===== config.mk =====
export PLATFORM = sky130hd
export DESIGN_NAME = pcall_seq
export DESIGN_NICKNAME = d
export VERILOG_FILES = /design/src/rtl/pcall_pkg.sv /design/src/rtl/pcall_crc8.sv /design/src/rtl/pcall_buf.sv /design/src/rtl/pcall_seq.sv
export SDC_FILE = /design/constraint.sdc
export NUM_CORES = 1
export LEC_CHECK = 0
export ABC_CLOCK_PERIOD_IN_PS = 5000
export BUFFER_PORTS_ARGS = -buffer_cell sky130_fd_sc_hd__buf_2
export CAP_MARGIN = 20
export CORE_UTILIZATION = 45
export CTS_CLUSTER_DIAMETER = 120
export DETAILED_ROUTE_END_ITERATION = 16
export GPL_TIMING_DRIVEN = 0
export HOLD_SLACK_MARGIN = 0.05
export PLACE_DENSITY_LB_ADDON = 0.1
export SYNTH_ARGS = -nofsm -noshare
export SYNTH_HDL_FRONTEND = slang
export SYNTH_SLANG_ARGS = --single-unit

===== constraint.sdc =====
create_clock -name clk -period 5 [get_ports clk]
set_clock_uncertainty 0.1 [all_clocks]
set_input_delay 0.25 -clock clk [delete_from_list [all_inputs] [get_ports clk]]
set_output_delay 0.25 -clock clk [all_outputs]
set_load 0.01 [all_outputs]

===== src/rtl/pcall_pkg.sv =====
package pcall_pkg;

  typedef enum logic [2:0] {
    BC_START  = 3'd0,
    BC_RSTART = 3'd1,
    BC_STOP   = 3'd2,
    BC_WRITE  = 3'd3,
    BC_READ   = 3'd4
  } bus_op_e;

  typedef enum logic [3:0] {
    PH_IDLE, PH_START, PH_ADDRW, PH_CMD, PH_WCNT, PH_WDATA,
    PH_RSTART, PH_ADDRR, PH_RCNT, PH_RDATA, PH_RPEC, PH_STOP
  } phase_e;

  // one byte through an MSB-first CRC-8
  function automatic logic [7:0] crc8_step(input logic [7:0] c,
                                           input logic [7:0] d,
                                           input logic [7:0] poly);
    logic [7:0] r;
    r = c ^ d;
    for (int b = 0; b < 8; b++) begin
      r = r[7] ? ((r << 1) ^ poly) : (r << 1);
    end
    return r;
  endfunction

endpackage


===== src/rtl/pcall_crc8.sv =====
module pcall_crc8 import pcall_pkg::*; #(
  parameter logic [7:0] POLY = 8'h07
) (
  input  logic       clk,
  input  logic       rst_n,
  input  logic       clr,
  input  logic       en,
  input  logic [7:0] din,
  output logic [7:0] crc
);

  logic [7:0] crc_d;

  always_comb begin
    crc_d = crc;
    if (clr)     crc_d = 8'h00;
    else if (en) crc_d = crc8_step(crc, din, POLY);
  end

  always_ff @(posedge clk or negedge rst_n) begin
    if (!rst_n) crc <= 8'h00;
    else        crc <= crc_d;
  end

  // a cleared accumulator starts from zero
  a_r7_crc_clear: assert property (@(posedge clk) disable iff (!rst_n)
    clr |=> (crc == 8'h00));

endmodule


===== src/rtl/pcall_buf.sv =====
module pcall_buf #(
  parameter int DEPTH = 32,
  localparam int IW = $clog2(DEPTH)
) (
  input  logic          clk,
  input  logic          rst_n,
  input  logic          we,
  input  logic [IW-1:0] widx,
  input  logic [7:0]    wdata,
  input  logic [IW-1:0] ridx,
  output logic [7:0]    rdata,
  input  logic          rewind,
  input  logic          pop,
  output logic [7:0]    hdata
);

  logic [7:0]    mem [DEPTH];
  logic [IW-1:0] ptr_q, ptr_d;

  always_ff @(posedge clk) begin
    if (we) mem[widx] <= wdata;
  end

  always_comb begin
    ptr_d = ptr_q;
    if (rewind)   ptr_d = '0;
    else if (pop) ptr_d = ptr_q + IW'(1);
  end

  always_ff @(posedge clk or negedge rst_n) begin
    if (!rst_n) ptr_q <= '0;
    else        ptr_q <= ptr_d;
  end

  assign rdata = mem[ridx];
  assign hdata = mem[ptr_q];

  // rewind returns the host pointer to the first byte
  a_r9_rewind_zero: assert property (@(posedge clk) disable iff (!rst_n)
    rewind |=> (ptr_q == '0));

endmodule


===== src/rtl/pcall_seq.sv =====
module pcall_seq import pcall_pkg::*; #(
  parameter int BUF_BYTES = 32,
  localparam int IDX_W = $clog2(BUF_BYTES)
) (
  input  logic             clk,
  input  logic             rst_n,
  input  logic             go,
  input  logic [6:0]       tgt_addr,
  input  logic [7:0]       cmd_code,
  input  logic [7:0]       wr_count,
  input  logic             pec_en,
  input  logic             host_we,
  input  logic [IDX_W-1:0] host_idx,
  input  logic [7:0]       host_wdata,
  input  logic             host_rewind,
  input  logic             host_pop,
  output logic [7:0]       host_rdata,
  output logic [7:0]       rd_count,
  output logic             busy,
  output logic             done,
  output logic             err_len,
  output logic             err_dev,
  output logic             err_pec,
  output logic             bus_req,
  output logic [2:0]       bus_cmd,
  output logic [7:0]       bus_wdata,
  output logic             bus_nack_out,
  input  logic             bus_done,
  input  logic [7:0]       bus_rdata,
  input  logic             bus_nack
);

  localparam logic [8:0] LIMIT = 9'(BUF_BYTES);

  phase_e           phase_q, phase_d;
  logic             pend_q, pend_d;
  logic [IDX_W-1:0] idx_q, idx_d;
  logic [7:0]       wcnt_q, wcnt_d, rcnt_q, rcnt_d, cmd_q, cmd_d;
  logic [6:0]       addr_q, addr_d;
  logic             pec_q, pec_d;
  logic             done_q, done_d, elen_q, elen_d, edev_q, edev_d, epec_q, epec_d;

  bus_op_e    op;
  logic [7:0] wdat, buf_rd, crc, crc_din, idx_ext;
  logic       nk_o, is_wr, step, too_long, crc_clr, crc_en, eng_we;
  logic [8:0] sum;

  assign idx_ext  = {{(8-IDX_W){1'b0}}, idx_q};
  assign step     = pend_q && bus_done;
  assign sum      = {1'b0, wcnt_q} + {1'b0, bus_rdata};
  assign too_long = (sum > LIMIT);

  // command presented to the bus engine in each phase
  always_comb begin
    op    = BC_STOP;
    wdat  = 8'h00;
    nk_o  = 1'b0;
    is_wr = 1'b0;
    unique case (phase_q)
      PH_START:  op = BC_START;
      PH_ADDRW:  begin op = BC_WRITE; wdat = {addr_q, 1'b0}; is_wr = 1'b1; end
      PH_CMD:    begin op = BC_WRITE; wdat = cmd_q;          is_wr = 1'b1; end
      PH_WCNT:   begin op = BC_WRITE; wdat = wcnt_q;         is_wr = 1'b1; end
      PH_WDATA:  begin op = BC_WRITE; wdat = buf_rd;         is_wr = 1'b1; end
      PH_RSTART: op = BC_RSTART;
      PH_ADDRR:  begin op = BC_WRITE; wdat = {addr_q, 1'b1}; is_wr = 1'b1; end
      PH_RCNT:   op = BC_READ;
      PH_RDATA:  begin op = BC_READ; nk_o = (idx_ext == rcnt_q - 8'd1) && !pec_q; end
      PH_RPEC:   begin op = BC_READ; nk_o = 1'b1; end
      default:   op = BC_STOP;
    endcase
  end

  assign bus_req      = (phase_q != PH_IDLE) && !pend_q;
  assign bus_cmd      = op;
  assign bus_wdata    = wdat;
  assign bus_nack_out = nk_o;

  assign crc_clr = (phase_q == PH_IDLE) && go;
  assign crc_en  = step && ((is_wr && !bus_nack) || phase_q == PH_RCNT || phase_q == PH_RDATA);
  assign crc_din = is_wr ? wdat : bus_rdata;
  assign eng_we  = step && (phase_q == PH_RDATA);

  pcall_crc8 #(.POLY(8'h07)) u_crc (
    .clk(clk), .rst_n(rst_n), .clr(crc_clr), .en(crc_en), .din(crc_din), .crc(crc)
  );

  pcall_buf #(.DEPTH(BUF_BYTES)) u_buf (
    .clk(clk), .rst_n(rst_n),
    .we(eng_we || (host_we && phase_q == PH_IDLE)),
    .widx(eng_we ? idx_q : host_idx),
    .wdata(eng_we ? bus_rdata : host_wdata),
    .ridx(idx_q), .rdata(buf_rd),
    .rewind(host_rewind), .pop(host_pop), .hdata(host_rdata)
  );

  // next-state logic
  always_comb begin
    phase_d = phase_q; pend_d = pend_q; idx_d = idx_q;
    wcnt_d = wcnt_q; rcnt_d = rcnt_q; cmd_d = cmd_q; addr_d = addr_q; pec_d = pec_q;
    done_d = 1'b0; elen_d = elen_q; edev_d = edev_q; epec_d = epec_q;
    if (phase_q == PH_IDLE) begin
      if (go) begin
        addr_d = tgt_addr; cmd_d = cmd_code; wcnt_d = wr_count; pec_d = pec_en;
        edev_d = 1'b0; epec_d = 1'b0; rcnt_d = 8'h00;
        if (wr_count == 8'd0 || wr_count >= LIMIT[7:0]) begin
          elen_d = 1'b1; done_d = 1'b1;
        end else begin
          elen_d = 1'b0; phase_d = PH_START;
        end
      end
    end else if (bus_req) begin
      pend_d = 1'b1;
    end else if (step) begin
      pend_d = 1'b0;
      if (is_wr && bus_nack) begin
        edev_d = 1'b1; phase_d = PH_STOP;
      end else begin
        unique case (phase_q)
          PH_START:  phase_d = PH_ADDRW;
          PH_ADDRW:  phase_d = PH_CMD;
          PH_CMD:    phase_d = PH_WCNT;
          PH_WCNT:   begin phase_d = PH_WDATA; idx_d = '0; end
          PH_WDATA:  if (idx_ext == wcnt_q - 8'd1) phase_d = PH_RSTART;
                     else idx_d = idx_q + IDX_W'(1);
          PH_RSTART: phase_d = PH_ADDRR;
          PH_ADDRR:  phase_d = PH_RCNT;
          PH_RCNT: begin
            rcnt_d = bus_rdata;
            idx_d  = '0;
            if (bus_rdata == 8'd0 || too_long) begin
              elen_d = 1'b1; phase_d = PH_STOP;
            end else phase_d = PH_RDATA;
          end
          PH_RDATA:  if (idx_ext == rcnt_q - 8'd1) phase_d = pec_q ? PH_RPEC : PH_STOP;
                     else idx_d = idx_q + IDX_W'(1);
          PH_RPEC:   begin epec_d = (bus_rdata != crc); phase_d = PH_STOP; end
          PH_STOP:   begin phase_d = PH_IDLE; done_d = 1'b1; end
          default:   phase_d = PH_IDLE;
        endcase
      end
    end
  end

  // state registers
  always_ff @(posedge clk or negedge rst_n) begin
    if (!rst_n) begin
      phase_q <= PH_IDLE; pend_q <= 1'b0; idx_q <= '0;
      wcnt_q <= 8'h00; rcnt_q <= 8'h00; cmd_q <= 8'h00; addr_q <= 7'h00; pec_q <= 1'b0;
      done_q <= 1'b0; elen_q <= 1'b0; edev_q <= 1'b0; epec_q <= 1'b0;
    end else begin
      phase_q <= phase_d; pend_q <= pend_d; idx_q <= idx_d;
      wcnt_q <= wcnt_d; rcnt_q <= rcnt_d; cmd_q <= cmd_d; addr_q <= addr_d; pec_q <= pec_d;
      done_q <= done_d; elen_q <= elen_d; edev_q <= edev_d; epec_q <= epec_d;
    end
  end

  assign busy     = (phase_q != PH_IDLE);
  assign done     = done_q;
  assign err_len  = elen_q;
  assign err_dev  = edev_q;
  assign err_pec  = epec_q;
  assign rd_count = rcnt_q;

  // an unusable write count ends the call at once with no bus request
  a_r2_reject_count: assert property (@(posedge clk) disable iff (!rst_n)
    (phase_q == PH_IDLE && go && (wr_count == 8'd0 || wr_count >= LIMIT[7:0]))
      |=> (done && err_len && !bus_req));

  // a target NACK on a written byte leads straight to STOP
  a_r8_nack_stop: assert property (@(posedge clk) disable iff (!rst_n)
    (step && is_wr && bus_nack) |=> (bus_req && bus_cmd == BC_STOP && err_dev));

  // data reads only happen inside the shared payload limit
  a_r5_within_limit: assert property (@(posedge clk) disable iff (!rst_n)
    (phase_q == PH_RDATA) |-> (({1'b0, wcnt_q} + {1'b0, rcnt_q}) <= LIMIT));

  // completion is a single-cycle pulse
  a_r10_done_pulse: assert property (@(posedge clk) disable iff (!rst_n)
    done |=> !done);

  // each command request lasts exactly one cycle
  a_r10_req_pulse: assert property (@(posedge clk) disable iff (!rst_n)
    bus_req |=> !bus_req);

  // the bus is turned around only on an error-free call
  a_r3_rstart_clean: assert property (@(posedge clk) disable iff (!rst_n)
    (bus_req && bus_cmd == BC_RSTART) |-> (!err_len && !err_dev));

endmodule


==> results of run 1 <==
[synthesized netlist by cell type, types with 14 or more instances]
library cell	number
clkbuf_1	29
a21oi_1	26
o21ai_0	21
nand2_1	115
mux2i_1	28
mux4_2	128
buf_2	19
xor2_1	17
nor2b_1	14
inv_1	17
nor2_1	70
xnor2_1	30
mux2_2	22
nor3_1	16
dfrtp_1	59
edfxtp_1	256
nand3_1	21
[per-layer routing]
metal	routed length, um	track usage	up-vias
li1	-	-	4575
met1	21180	0.4112	5688
met2	24550	0.4689	599
met3	4936	0.05287	118
met4	2418	0.1221	2
met5	16	0	-
[layout make-up]
cell class	instances	area, um^2	area share
Multi-Input combinational cell	672	6548	0.3511
Timing Repair Buffer	125	832.0	0.04461
Tap cell	455	569.3	0.03052
Clock inverter	16	182.7	0.009795
Buffer	67	321.6	0.01724
Inverter	17	63.81	0.003421
Sequential cell	315	9164	0.4913
Clock buffer	49	969.7	0.05199
[cell families after synthesis]
family	count (synthesis)	share of synthesized area
buf+inv	84	0.02394
flops	315	0.5693
compound gates	145	0.06584
mux	186	0.2240
fa+ha+maj	13	0.01057
simple gates	279	0.07827
xor+xnor	49	0.02806
[stage by stage]
stage	total power [mW]	utilization	cells
5_1_grt	9.854	0.5346	1716
2_1_floorplan	5.664	-	1071
6_report	9.441	0.5346	1716
3_5_place_dp	6.805	0.4908	1614
4_1_cts	9.429	0.5336	1713
3_3_place_gp	6.783	0.4901	1612
[what timing repair did]
action / in CTS / in global routing
hold buffers: 34 / 1
buffers inserted: 0 / 0
endpoints found under the setup margin: 0 / 0
hold endpoints to repair: 96 / 1
[worst max-delay path by stage]
stage / to / slack [ns]
finish: host_rdata[2] / 0.50
global route: host_rdata[2] / 0.35
CTS: host_rdata[2] / 0.27
detailed placement: u_buf.mem[19][1] / 0.72
global placement: host_rdata[4] / 0.77
floorplan: u_buf.mem[24][0] / 1.83
[where the power goes]
group	switching, mW	total [mW]	internal, mW
registers	0.217	3.30	3.08
clock network	1.09	2.61	1.53
logic	2.09	3.53	1.44
[sequential cells by signal, indices dropped and copies added, names as in the netlist, 4 cells and up]
signal,count
addr_q,7
cmd_q,8
idx_q,5
phase_q,4
rd_count,8
u_buf.mem,256
u_buf.ptr_q,5
u_crc.crc,8
wcnt_q,8
[tightest hold or removal path, delay by kind of cell]
family | cells | cell delay (ns)
compound gates | 1 | 0.11
buf+inv | 1 | 0.11
simple gates | 1 | 0.18
==> impl_metrics.json, run 1 <==
{
  "wl_per_cell_um": 30.94,
  "die_h_um": 191.1,
  "syn_to_final_growth_pct": 15.86,
  "dr.pass1.iters": 11,
  "start_util": 0.4614,
  "crit_cells": 6,
  "cts_tree": "yes",
  "diodes": 0,
  "place_area_um2": 17120,
  "path_class": "flop to output port",
  "hp-class": "input port to flop",
  "r2r_start": "phase_q[2]",
  "cts_max_path_buffers": 3,
  "period_share": 0.9003,
  "die_w_um": 191.1,
  "slowest_delay_ns": 0.75,
  "grt_pass1_wl_mm": 76.00,
  "first_iter_violations": 1204,
  "holdPathEnd": "done",
  "route.detailed.drc": 0,
  "antenna_found_initial": 1,
  "ir_worst_vdd_mv": 0.3437,
  "reg2regPathDepth": 9,
  "vias_per_cell": 6.400,
  "syn_area_per_cell_um2": 15.03,
  "critPathSlowestCell": "buf_1",
  "syn_area_um2": 16100,
  "root_buffer": "clkbuf_16",
  "r2r_end": "u_buf.mem[19][2]",
  "start_kind": "flop",
  "htree_levels": 2,
  "tightest_slew_ns": 1.120,
  "postLayoutSetupSlackWorst_ns": 0.4984,
  "yosysWarnings": 0,
  "hold_start": "bus_done",
  "arrival_ns": 4.15,
  "drive_above_1_share": 0.2593,
  "final_antenna_net_count": 0,
  "synth_top_flop_cell": "edfxtp_1",
  "finalSetupViolCount": 0,
  "post-place-ws_ns": 0.7212,
  "grt_pass1_vias": 10780,
  "path_clk_slew_ns": 0.06,
  "synth.distinct_cells": 72,
  "clock-sinks": 315,
  "wl_mm": 53.10,
  "cts-resized-gates": 0,
  "io_buffers": 86,
  "netlist_top_cells_area": "edfxtp_1 48%, mux4_2 18%, dfrtp_1 9.2%",
  "core_area_um2": 34880,
  "holdPathStages": 3,
  "synth_top_area_cell": "edfxtp_1",
  "synth-edff-count": 256,
  "status": "finished, final reports clean",
  "rows": 68,
  "grt_overflow": 0,
  "crit_path_cell_trace": "buf_1, buf_1, mux4_2, mux4_2, mux2_2, buf_2",
  "nets": 1300,
  "fin_area_um2": 18650,
  "crit_buf_inv": 3,
  "mostFrequentLayoutCells": "256 x edfxtp_1, 128 x mux4_2, 115 x nand2_1, 104 x buf_2, 70 x nor2_1",
  "dieArea_um2": 36530,
  "critPathTopFamily": "buffers and inverters",
  "grt_max_degree": 60,
  "clock_latency_ns": 0.53,
  "fin_crit_ns": 4.502,
  "syn-num-nets": 1137,
  "nFillCells": 2840,
  "ys_ff_latch": 315,
  "rsz0062_at_grt": "false",
  "fmax_mhz": 222.1,
  "required_ns": 4.65,
  "synth_cells": 1071,
  "holdWs_ns": 0.06193,
  "cp_max_fo": 10,
  "cp-end-kind": "output port",
  "tns_ns": 0,
  "cts_made_buffers": 36,
  "crit_start": "u_buf.ptr_q[0]",
  "via_count": 10980,
  "slew_headroom": 0.2508,
  "hold_viol_final": 0,
  "power_density_nw_per_um2": 506.2,
  "finalMaxSlewViolations": 0,
  "final_common_cell": "edfxtp_1",
  "num_io_pins": 87,
  "place_congestion": 0.9482,
  "p_leak_nw": 6.419,
  "dpl.hpwl_mm": 37.34,
  "synth-seq-area-share": 0.5693,
  "synth_top_area_frac": 0.4776,
  "drv_cap": 0,
  "synth_async_sr_flop_share": 0.1873,
  "grt_use_total": 0.2983,
  "regToRegSetupSlack_ns": 0.53
}
Note: power is estimated with default switching activity, not from simulation.
==> inputs of run 2 (changes only) <==
--- a/config.mk
+++ b/config.mk
@@ -5,7 +5,7 @@
 export SDC_FILE = /design/constraint.sdc
 export NUM_CORES = 1
 export LEC_CHECK = 0
-export ABC_CLOCK_PERIOD_IN_PS = 5000
+export ABC_CLOCK_PERIOD_IN_PS = 3950
 export BUFFER_PORTS_ARGS = -buffer_cell sky130_fd_sc_hd__buf_2
 export CAP_MARGIN = 20
 export CORE_UTILIZATION = 45
==> constraint.sdc (replaced) <==
create_clock -name clk -period 3.95 [get_ports clk]
set_clock_uncertainty 0.1 [all_clocks]
set_input_delay 0.1975 -clock clk [delete_from_list [all_inputs] [get_ports clk]]
set_output_delay 0.1975 -clock clk [all_outputs]
set_load 0.01 [all_outputs]
==> run 2 against run 1 <==
  * Critical path depth grew 4
  * Count of clock-buffer cells in the layout stayed put
  * Final cell count is 0.17% higher
  * Design area is 1.3% higher
  * Critical endpoint is now u_buf.mem[28][3]
==> impl_metrics.json, run 2 (synthesis results as in run 1) <==
{
  "status": "finished, final reports clean",
  "rows": 68,
  "start_util": 0.4614,
  "crit_buf_inv": 5,
  "cts_made_buffers": 36,
  "dieArea_um2": 36530,
  "cts_max_path_buffers": 3,
  "crit_path_cell_trace": "clkbuf_1, clkbuf_1, inv_1, nand2_1, nor3_1, buf_2, inv_1, o22ai_1, nand2_1, nor2_2",
  "nets": 1302,
  "finalMaxSlewViolations": 0,
  "die_h_um": 191.1,
  "gr-max-usage-layer": "met2",
  "holdWs_ns": 0.1281,
  "fmax_mhz": 254.2,
  "clock_latency_ns": 0.53,
  "slew_headroom": 0.2718,
  "final_antenna_net_count": 0,
  "antenna_found_initial": 0,
  "dp_cells": 1614,
  "first_iter_violations": 1161,
  "hold_viol_final": 0,
  "grt_pass1_vias": 10820,
  "vias_per_cell": 6.337,
  "cts_tree": "yes",
  "period_share": 0.9958,
  "final_common_cell": "edfxtp_1",
  "tns_ns": 0,
  "grt_use_total": 0.2978,
  "grt_max_degree": 60,
  "root_buffer": "clkbuf_16",
  "critPathTopFamily": "simple AND/OR/NAND/NOR gates",
  "core_area_um2": 34880,
  "rsz0062_at_grt": "true",
  "regMostFlops": "u_buf.mem",
  "num_io_pins": 87,
  "path_class": "flop to flop",
  "cp_max_fo": 10,
  "clock-sinks": 315,
  "route.detailed.drc": 0,
  "drive_above_1_share": 0.2937,
  "fin_crit_ns": 3.933,
  "htree_levels": 2,
  "path_clk_slew_ns": 0.06,
  "finalNonFillerCells": 1719,
  "start_kind": "flop",
  "via_count": 10890,
  "use_met1": 0.4097,
  "hp-class": "input port to flop",
  "wl_per_cell_um": 30.74,
  "place_area_um2": 17120,
  "io_buffers": 86,
  "drv_cap": 0,
  "power_density_nw_per_um2": 634.7,
  "syn_to_final_growth_pct": 17.36,
  "place_congestion": 0.9482,
  "grt_overflow": 0,
  "slowest_delay_ns": 0.64,
  "dr.pass1.iters": 5,
  "grt_use_met3": 0.05379,
  "dpl.hpwl_mm": 37.34,
  "fin_area_um2": 18890,
  "nFillCells": 2822,
  "gr-usage-met2": 0.4751,
  "finalSetupViolCount": 0,
  "cp-end-kind": "flop",
  "required_ns": 4.01,
  "grt_pass1_wl_mm": 75.98,
  "critPathSlowestCell": "nor2_2",
  "die_w_um": 191.1,
  "arrival_ns": 4.00,
  "largest_register_ffs": 256,
  "p_leak_nw": 6.473,
  "mostFrequentLayoutCells": "256 x edfxtp_1, 128 x mux4_2, 115 x nand2_1, 104 x buf_2, 59 x dfrtp_1",
  "ir_worst_vdd_mv": 0.4381,
  "tightest_slew_ns": 1.092,
  "wl_mm": 52.85
}
## run 2: worst reg2reg max path, stage by stage (launching register included)
cell,delay [ns]
dfrtp_1,0.36
clkbuf_1,0.17
clkbuf_1,0.28
inv_1,0.24
nand2_1,0.27
nor3_1,0.43
buf_2,0.31
inv_1,0.06
o22ai_1,0.20
nand2_1,0.49
nor2_2,0.65
## run 2: layout make-up
cell class	instances	area (um^2)	share of cell area
flip-flops and latches	315	9164	0.4851
multi-input cells	672	6729	0.3562
clock buffers	49	969.7	0.05133
repair buffers	128	865.8	0.04583
well taps	455	569.3	0.03014
plain buffers	66	344.1	0.01821
clock inverters	16	182.7	0.009670
inverters	17	63.81	0.003378
diodes	1	2.502	0.0001325
## run 2: worst paths after layout
check	start	to	slack (ns)	cells past startpoint
worst min register to register	cmd_q[7]	cmd_q[7]	0.38	2
worst max register to register	phase_q[2]	u_buf.mem[28][3]	0.02	10
worst min-delay path	bus_nack	phase_q[0]	0.13	5
max in group asynchronous	rst_n	wcnt_q[2]	2.97	2
worst max-delay path	phase_q[2]	u_buf.mem[28][3]	0.02	10
min in group asynchronous	rst_n	phase_q[0]	0.21	2
## run 2: layer usage
| layer | routed length, um | part of all wire |
|---|---|---|
| met5 | 0 | 0 |
| met4 | 1987 | 0.038 |
| met3 | 4358 | 0.082 |
| met2 | 24890 | 0.47 |
| met1 | 21610 | 0.41 |
## run 2: where the power goes
group	internal, mW	leakage (nW)	switching (mW)
Clock	1.93	0.552	1.38
Combinational	1.84	2.87	2.66
Sequential	3.90	3.05	0.275
## run 2: per-stage QoR
stage | setup WS (ns) | utilization | power, mW
after detailed placement | -0.3288 | 0.4908 | 8.614
after CTS | -0.2093 | 0.5367 | 11.94
final | 0.01664 | 0.5415 | 11.99
after global routing | -0.1562 | 0.5415 | 12.51
after global placement | -0.2631 | 0.4901 | 8.586
after floorplan | 0.7789 | - | 7.169
## run 2: repair_timing
item                                    4_1_cts  5_1_grt
buffers inserted                              0        1
resized for setup                            36       45
pin swaps                                     0        2
hold buffers                                 39        0
hold endpoints to repair                    100        0
endpoints found under the setup margin      204      265
